--- src/rtl/vcin_pkg.sv ---
package vcin_pkg;
    localparam int NPORT  = 5;
    localparam int PORT_W = 3;

    typedef enum logic [1:0] {
        FT_NONE = 2'b00,
        FT_HEAD = 2'b01,
        FT_BODY = 2'b10,
        FT_TAIL = 2'b11
    } flit_kind_e;

    typedef enum logic [2:0] {
        P_NORTH = 3'd0,
        P_EAST  = 3'd1,
        P_SOUTH = 3'd2,
        P_WEST  = 3'd3,
        P_LOCAL = 3'd4
    } port_e;

    typedef enum logic [1:0] {
        VS_IDLE   = 2'b00,
        VS_ROUTED = 2'b01,
        VS_ACTIVE = 2'b10
    } vc_state_e;
endpackage

--- src/rtl/vcin_fifo.sv ---
module vcin_fifo #(
    parameter int WIDTH = 16,
    parameter int DEPTH = 4
) (
    input  logic             clk,
    input  logic             rst_n,
    input  logic             wr_en,
    input  logic [WIDTH-1:0] wr_data,
    input  logic             rd_en,
    output logic [WIDTH-1:0] rd_data,
    output logic             empty,
    output logic             full
);
    localparam int PTR_W = (DEPTH > 1) ? $clog2(DEPTH) : 1;
    localparam int CNT_W = $clog2(DEPTH + 1);

    logic [WIDTH-1:0] mem [DEPTH];
    logic [PTR_W-1:0] wp, rp;
    logic [CNT_W-1:0] cnt;
    logic             do_wr, do_rd;

    assign empty   = (cnt == '0);
    assign full    = (cnt == CNT_W'(DEPTH));
    assign do_wr   = wr_en && !full;
    assign do_rd   = rd_en && !empty;
    assign rd_data = mem[rp];

    always_ff @(posedge clk) begin
        if (do_wr) mem[wp] <= wr_data;
    end

    always_ff @(posedge clk) begin
        if (!rst_n) begin
            wp  <= '0;
            rp  <= '0;
            cnt <= '0;
        end else begin
            if (do_wr) wp <= (wp == PTR_W'(DEPTH - 1)) ? '0 : wp + 1'b1;
            if (do_rd) rp <= (rp == PTR_W'(DEPTH - 1)) ? '0 : rp + 1'b1;
            unique case ({do_wr, do_rd})
                2'b10:   cnt <= cnt + 1'b1;
                2'b01:   cnt <= cnt - 1'b1;
                default: cnt <= cnt;
            endcase
        end
    end

    // occupancy never exceeds the depth
    p_count_bound_r10: assert property (@(posedge clk) disable iff (!rst_n)
        cnt <= CNT_W'(DEPTH));
    // a write into a full FIFO with no read leaves it full (flit dropped)
    p_drop_when_full_r10: assert property (@(posedge clk) disable iff (!rst_n)
        (wr_en && full && !rd_en) |=> full);
    // reads are only requested when data exists
    p_rd_nonempty_r6: assert property (@(posedge clk) disable iff (!rst_n)
        rd_en |-> !empty);
endmodule

--- src/rtl/vcin_route.sv ---
module vcin_route
    import vcin_pkg::*;
#(
    parameter int COORD_W = 2
) (
    input  logic [COORD_W-1:0] my_row,
    input  logic [COORD_W-1:0] my_col,
    input  logic [COORD_W-1:0] dst_row,
    input  logic [COORD_W-1:0] dst_col,
    output logic [PORT_W-1:0]  out_port
);
    // Dimension order: rows first, then columns
    always_comb begin
        if (dst_row < my_row)      out_port = P_NORTH;
        else if (dst_row > my_row) out_port = P_SOUTH;
        else if (dst_col > my_col) out_port = P_EAST;
        else if (dst_col < my_col) out_port = P_WEST;
        else                       out_port = P_LOCAL;
    end
endmodule

--- src/rtl/vcin_vc_ctrl.sv ---
module vcin_vc_ctrl
    import vcin_pkg::*;
#(
    parameter int COORD_W = 2,
    parameter int NUM_VC  = 2,
    parameter int VC_W    = 1
) (
    input  logic                    clk,
    input  logic                    rst_n,
    input  logic [COORD_W-1:0]      my_row,
    input  logic [COORD_W-1:0]      my_col,
    input  logic [1:0]              front_kind_raw,
    input  logic [COORD_W-1:0]      front_row,
    input  logic [COORD_W-1:0]      front_col,
    input  logic                    fifo_empty,
    input  logic [NPORT*NUM_VC-1:0] ovc_idle,
    input  logic [NPORT*NUM_VC-1:0] ovc_space,
    input  logic                    grant,
    output logic                    req_valid,
    output logic [PORT_W-1:0]       req_port,
    output logic [VC_W-1:0]         req_ovc,
    output logic                    pop
);
    vc_state_e        state_q, state_d;
    logic [PORT_W-1:0] port_q, port_d, rc_port;
    logic [VC_W-1:0]   ovc_q, ovc_d, pick_vc;
    logic              pick_ok, space_ok, tail_pop;
    flit_kind_e        front_kind;
    logic [NUM_VC-1:0] idle_by_port  [NPORT];
    logic [NUM_VC-1:0] space_by_port [NPORT];

    assign front_kind = flit_kind_e'(front_kind_raw);

    for (genvar p = 0; p < NPORT; p++) begin : g_split
        assign idle_by_port[p]  = ovc_idle[p*NUM_VC +: NUM_VC];
        assign space_by_port[p] = ovc_space[p*NUM_VC +: NUM_VC];
    end

    vcin_route #(.COORD_W(COORD_W)) i_route (
        .my_row  (my_row),
        .my_col  (my_col),
        .dst_row (front_row),
        .dst_col (front_col),
        .out_port(rc_port)
    );

    // Lowest-numbered idle downstream VC on the latched port
    always_comb begin
        pick_ok = 1'b0;
        pick_vc = '0;
        for (int v = NUM_VC - 1; v >= 0; v--) begin
            if (idle_by_port[port_q][v]) begin
                pick_ok = 1'b1;
                pick_vc = VC_W'(v);
            end
        end
    end

    assign space_ok = space_by_port[port_q][ovc_q];

    // State register
    always_ff @(posedge clk) begin
        if (!rst_n) begin
            state_q <= VS_IDLE;
            port_q  <= P_LOCAL;
            ovc_q   <= '0;
        end else begin
            state_q <= state_d;
            port_q  <= port_d;
            ovc_q   <= ovc_d;
        end
    end

    // Next state
    always_comb begin
        state_d = state_q;
        port_d  = port_q;
        ovc_d   = ovc_q;
        unique case (state_q)
            VS_IDLE: begin
                if (!fifo_empty && front_kind == FT_HEAD) begin
                    port_d  = rc_port;
                    state_d = VS_ROUTED;
                end
            end
            VS_ROUTED: begin
                if (pick_ok) begin
                    ovc_d   = pick_vc;
                    state_d = VS_ACTIVE;
                end
            end
            VS_ACTIVE: begin
                if (tail_pop) state_d = VS_IDLE;
            end
            default: state_d = VS_IDLE;
        endcase
    end

    // Outputs
    always_comb begin
        req_valid = (state_q == VS_ACTIVE) && !fifo_empty && space_ok;
        pop       = req_valid && grant;
        tail_pop  = pop && (front_kind == FT_TAIL);
        req_port  = port_q;
        req_ovc   = ovc_q;
    end

    // route and downstream VC hold for the life of a packet
    p_hold_route_r3: assert property (@(posedge clk) disable iff (!rst_n)
        (state_q == VS_ACTIVE && !tail_pop) |=>
            (state_q == VS_ACTIVE && $stable(port_q) && $stable(ovc_q)));
    // leaving idle only happens for a head at the front
    p_route_on_head_r3: assert property (@(posedge clk) disable iff (!rst_n)
        (state_q == VS_IDLE && !(front_kind == FT_HEAD && !fifo_empty)) |=>
            state_q == VS_IDLE);
    // a tail pop releases the VC
    p_tail_release_r8: assert property (@(posedge clk) disable iff (!rst_n)
        tail_pop |=> (state_q == VS_IDLE && !req_valid));
    // entering active requires an idle downstream VC on the port
    p_claim_needs_idle_r4: assert property (@(posedge clk) disable iff (!rst_n)
        (state_q == VS_ROUTED && !pick_ok) |=> state_q == VS_ROUTED);
endmodule

--- src/rtl/vc_input_unit.sv ---
module vc_input_unit
    import vcin_pkg::*;
#(
    parameter int NUM_VC  = 2,
    parameter int DEPTH   = 4,
    parameter int COORD_W = 2,
    parameter int FLIT_W  = 16,
    localparam int VC_W   = (NUM_VC > 1) ? $clog2(NUM_VC) : 1
) (
    input  logic                     clk,
    input  logic                     rst_n,
    input  logic [COORD_W-1:0]       my_row,
    input  logic [COORD_W-1:0]       my_col,
    input  logic                     in_valid,
    input  logic [VC_W-1:0]          in_vc,
    input  logic [FLIT_W-1:0]        in_flit,
    input  logic [5*NUM_VC-1:0]      ovc_idle,
    input  logic [5*NUM_VC-1:0]      ovc_space,
    input  logic [NUM_VC-1:0]        grant,
    output logic [NUM_VC-1:0]        req_valid,
    output logic [3*NUM_VC-1:0]      req_port,
    output logic [VC_W*NUM_VC-1:0]   req_ovc,
    output logic [FLIT_W*NUM_VC-1:0] vc_flit,
    output logic                     credit_valid,
    output logic [VC_W-1:0]          credit_vc,
    output logic                     overflow_err
);
    logic [NUM_VC-1:0] pop_vec, empty_vec, full_vec;
    logic              pop_any;
    logic [VC_W-1:0]   pop_idx;

    for (genvar g = 0; g < NUM_VC; g++) begin : g_vc
        logic [FLIT_W-1:0] front;
        logic              wr;

        assign wr = in_valid && (in_vc == VC_W'(g));
        assign vc_flit[g*FLIT_W +: FLIT_W] = front;

        vcin_fifo #(.WIDTH(FLIT_W), .DEPTH(DEPTH)) i_fifo (
            .clk    (clk),
            .rst_n  (rst_n),
            .wr_en  (wr),
            .wr_data(in_flit),
            .rd_en  (pop_vec[g]),
            .rd_data(front),
            .empty  (empty_vec[g]),
            .full   (full_vec[g])
        );

        vcin_vc_ctrl #(.COORD_W(COORD_W), .NUM_VC(NUM_VC), .VC_W(VC_W)) i_ctrl (
            .clk           (clk),
            .rst_n         (rst_n),
            .my_row        (my_row),
            .my_col        (my_col),
            .front_kind_raw(front[FLIT_W-1 -: 2]),
            .front_row     (front[2*COORD_W-1 -: COORD_W]),
            .front_col     (front[COORD_W-1:0]),
            .fifo_empty    (empty_vec[g]),
            .ovc_idle      (ovc_idle),
            .ovc_space     (ovc_space),
            .grant         (grant[g]),
            .req_valid     (req_valid[g]),
            .req_port      (req_port[g*PORT_W +: PORT_W]),
            .req_ovc       (req_ovc[g*VC_W +: VC_W]),
            .pop           (pop_vec[g])
        );
    end

    always_comb begin
        pop_any = |pop_vec;
        pop_idx = '0;
        for (int v = 0; v < NUM_VC; v++) begin
            if (pop_vec[v]) pop_idx = VC_W'(v);
        end
    end

    always_ff @(posedge clk) begin
        if (!rst_n) begin
            credit_valid <= 1'b0;
            credit_vc    <= '0;
            overflow_err <= 1'b0;
        end else begin
            credit_valid <= pop_any;
            credit_vc    <= pop_idx;
            overflow_err <= in_valid && full_vec[in_vc];
        end
    end

    // an accepted grant yields a credit in the next cycle
    p_credit_after_pop_r7: assert property (@(posedge clk) disable iff (!rst_n)
        (|(grant & req_valid)) |=> credit_valid);
    // no credit without an accepted grant
    p_no_spurious_credit_r7: assert property (@(posedge clk) disable iff (!rst_n)
        !(|(grant & req_valid)) |=> !credit_valid);
    // at most one VC leaves per cycle
    p_single_pop_r6: assert property (@(posedge clk) disable iff (!rst_n)
        $onehot0(pop_vec));
endmodule

--- config.mk ---
export PLATFORM = sky130hd
export DESIGN_NAME = vc_input_unit
export DESIGN_NICKNAME = d
export VERILOG_FILES = /design/src/rtl/vcin_pkg.sv /design/src/rtl/vcin_fifo.sv /design/src/rtl/vcin_route.sv /design/src/rtl/vcin_vc_ctrl.sv /design/src/rtl/vc_input_unit.sv
export SDC_FILE = /design/constraint.sdc
export NUM_CORES = 1
export LEC_CHECK = 0
export BUFFER_PORTS_ARGS = -buffer_cell sky130_fd_sc_hd__buf_4
export CAP_MARGIN = 20
export CORE_UTILIZATION = 60
export CTS_CLUSTER_SIZE = 16
export DETAILED_ROUTE_END_ITERATION = 7
export PLACE_DENSITY = 0.93
export SLEW_MARGIN = 15
export SYNTH_ARGS = -nofsm -noshare
export SYNTH_HDL_FRONTEND = slang
export SYNTH_SLANG_ARGS = --single-unit
export TNS_END_PERCENT = 1
--- constraint.sdc ---
create_clock -name clk -period 5.1 [get_ports clk]
set_input_delay 0.255 -clock clk [delete_from_list [all_inputs] [get_ports clk]]
set_output_delay 0.255 -clock clk [all_outputs]
set_load 0.005 [all_outputs]
==> results.toml <==
[yosys]
yosys.area_share.simple = 0.07638
synth_area_um2 = 6962
synthXorXnorAreaFrac = 0.005751
async_reset_ff_frac = 0
synth_ff_type = "edfxtp_1"
synth.net_count = 490
synth-seq-cells = 161
seq_area_frac_synth = 0.6470
synthCells = 423
syn_avg_cell_area_um2 = 16.46
ys_types = 54
synth_mux_area_frac = 0.1497
synth-adder-area-share = 0.03990
synth_top_family_by_area = "multiplexers"
synth_enable_flop_cells = 128
ys.warnings.count = 0
synth-compound-area-share = 0.05104

[sta]
rsz0062_at_grt = "false"
tightest_slew_ns = 1.016
setup_ws_ns = 1.977
tns_ns = 0
fmax_mhz = 320.2
relSlewSlack = 0.3226
post-route-period-util = 0.6123
fin_worst_skew_ns = 0.008323
finalWorstPathRequiredPeriod_ns = 3.123
maxSlewViolCount = 0
hold_viol = 0
setup_viol = 0

[placed_design]
io_buffers = 90
place_ws_ns = 2.065
routabilityCongestion = 0.8435
dp_hpwl_um = 9501
dp.cells = 633

[power]
pwr-share-seq = 0.506
powerDensity_nw_per_um2 = 349.3
comb_power_share = 0.062
irDropWorstVdd_v = 0.0003555
switchingPower_mw = 0.6321
p_leak_nw = 2.986
switching_share = 0.2186
p_clk_frac = 0.432
p_int_mw = 2.259

[clocking]
cts.sinks = 161
clkLatencyLatePin_ns = 0.42
root_buffer = "clkbuf_16"
clk_pin_slew_worst_paths_ns = 0.06
holdBufCountCts = 0
numCtsBuffers = 17
ctsResizeCount = 0
clock_path_buffers = 2
htree_levels = 4
cts_setup_buffers = 0
tritoncts = "yes"

[routing]
wirelength_um = 15300
num_vias = 4113
wire_per_inst_um = 23.01
viasPerCell = 6.185
drt-initial-drc-count = 388
first_pass_iters = 5
detail_route.drc_violations = 0
ant_nets = 0

[setup_path]
critPathMaxStageDelay_ns = 0.56
r2r_slack_ns = 1.98
crit_arrival_ns = 3.47
start_kind = "register"
path_cells = "mux4_2 > mux2i_1 > a2111oi_1 > and3_1 > ha_1 > fa_1 > xnor2_1 > or3_1 > a21boi_0"
critPathTopFamily = "multiplexers"
worstSetupPathType = "reg2reg"
cp_slowest_cell = "dfxtp_1"
path_max_fanout = 8
worstSetupEndpointType = "register"
cp_num_buf_inv = 0
worstPathRequired_ns = 5.45

[run_status]
outcome = "finished, final reports clean"

[layout]
multi_input_area_um2 = 2247
drive_gt1_frac = 0.3181
antenna_cells = 0
fin_cells = 665
layout.area.seq_um2 = 4504
layout.nets = 579
final_cell_mix = "edfxtp_1 (128), buf_4 (91), mux4_2 (36)"
fillers = 601
area_growth_pct = 18.89
layout.cells.most_common = "edfxtp_1"

[grt]
grt_usage = 0.2745
grt_max_degree = 34
grt_pass1_vias = 4187
grt_pass1_wl_um = 22600
gr-total-overflow = 0
antenna_found_initial = 0

[floorplanning]
core_area_um2 = 11080
rows = 38
dieArea_um2 = 12040
initial_core_util = 0.6284
die_y_um = 109.7
fp.dieW_um = 109.7
ios = 91

[job]
maxCapViolations = 0

[hold_path]
hold_path_class = "in2reg"
-- path summary, 6_finish.rpt --
| path | from | endpoint | cells past startpoint |
|---|---|---|---|
| setup reg to reg | g_vc[1].i_ctrl.req_port[0] | g_vc[1].i_fifo.cnt[2] | 9 |
| hold / removal | in_flit[2] | g_vc[0].i_fifo.mem[2][2] | 1 |
| hold reg to reg | g_vc[1].i_fifo.rp[1] | g_vc[1].i_fifo.rp[1] | 2 |
| setup / recovery | g_vc[1].i_ctrl.req_port[0] | g_vc[1].i_fifo.cnt[2] | 9 |
-- worst register-to-register path, delay by kind of cell (launching register included) --
family / cells / cell delay, ns
compound gates: 2 / 0.30
fa+ha+maj: 2 / 0.67
xor+xnor: 1 / 0.17
mux: 2 / 0.74
flops: 1 / 0.56
simple gates: 2 / 0.62
-- Yosys cell counts (3+ instances only) --
| master | count | area share |
|---|---|---|
| nor3_1 | 4 | 0.0029 |
| and3_1 | 4 | 0.0036 |
| buf_4 | 6 | 0.0065 |
| mux2i_1 | 13 | 0.019 |
| clkbuf_1 | 9 | 0.0049 |
| mux4_1 | 3 | 0.011 |
| inv_1 | 19 | 0.010 |
| mux4_2 | 36 | 0.12 |
| a21boi_0 | 3 | 0.0032 |
| nor2_1 | 16 | 0.0086 |
| o21ai_0 | 7 | 0.0050 |
| a21oi_1 | 9 | 0.0065 |
| ha_1 | 19 | 0.034 |
| edfxtp_1 | 128 | 0.55 |
| nand2_1 | 20 | 0.011 |
| buf_6 | 4 | 0.0065 |
| o211ai_1 | 4 | 0.0043 |
| dfxtp_1 | 33 | 0.095 |
| o311ai_1 | 3 | 0.0038 |
| buf_2 | 3 | 0.0022 |
| nor2b_1 | 17 | 0.015 |
| and2_1 | 14 | 0.013 |
| or3_1 | 4 | 0.0036 |
| a31oi_1 | 3 | 0.0027 |
-- sequential cells by signal (all words and copies together) (netlist names), named ones only --
| register | cells |
|---|---|
| credit_vc | 1 |
| g_vc.i_fifo.rp | 4 |
| g_vc.i_ctrl.req_port | 6 |
| g_vc.i_fifo.wp | 4 |
| g_vc.i_fifo.mem | 128 |
| g_vc.i_ctrl.req_ovc | 2 |
| g_vc.i_fifo.cnt | 6 |
| overflow_err | 1 |
| g_vc.i_ctrl.state_q | 4 |
| credit_valid | 1 |
-- kinds of logic (layout without fill, tap and decap cells) --
family,count (synthesis),in the layout
AOI/OAI and AO/OA,48,48
xor gates and xnor gates,3,3
adders and majority gates,21,21
buffers and inverters,41,143
DFF,161,161
muxes,54,54
and+or+nand+nor,95,95
-- power groups by stage --
stage	logic [mW]	clock network [mW]	registers, mW
final	0.181	1.25	1.46
after global routing	0.194	1.31	1.46
after CTS	0.180	1.26	1.46
after detailed placement	0.175	0	1.49
after global placement	0.167	0	1.49
after floorplan	0.0918	0	1.48
-- through the flow --
stage | power (mW) | util | hold WS, ns | area [µm²]
after CTS | 2.902 | 0.7471 | 0.04984 | 8277
after detailed placement | 1.664 | 0.6947 | 0.4829 | 7696
final | 2.891 | 0.7471 | 0.06245 | 8277
after global routing | 2.971 | 0.7471 | 0.04612 | 8277
after floorplan | 1.574 | - | 0.3539 | 6962
after global placement | 1.652 | 0.6934 | 0.4779 | 7681
-- final cells by class --
class                   count  area share
flip-flops and latches    161      0.5442
multi-input cells         221      0.2715
repair buffers             92     0.08435
clock buffers              17     0.05140
well taps                 140     0.02116
clock inverters            15     0.01875
inverters                  19    0.008617
-- routing by layer --
metal | vias up | global-route usage | part of all wire
li1 | 1823 | - | -
met1 | 2078 | 0.3025 | 0.37
met2 | 173 | 0.4865 | 0.53
met3 | 39 | 0.07350 | 0.057
met4 | 0 | 0.1429 | 0.034
met5 | - | 0 | 0
Power figures use the tool's default switching activity.
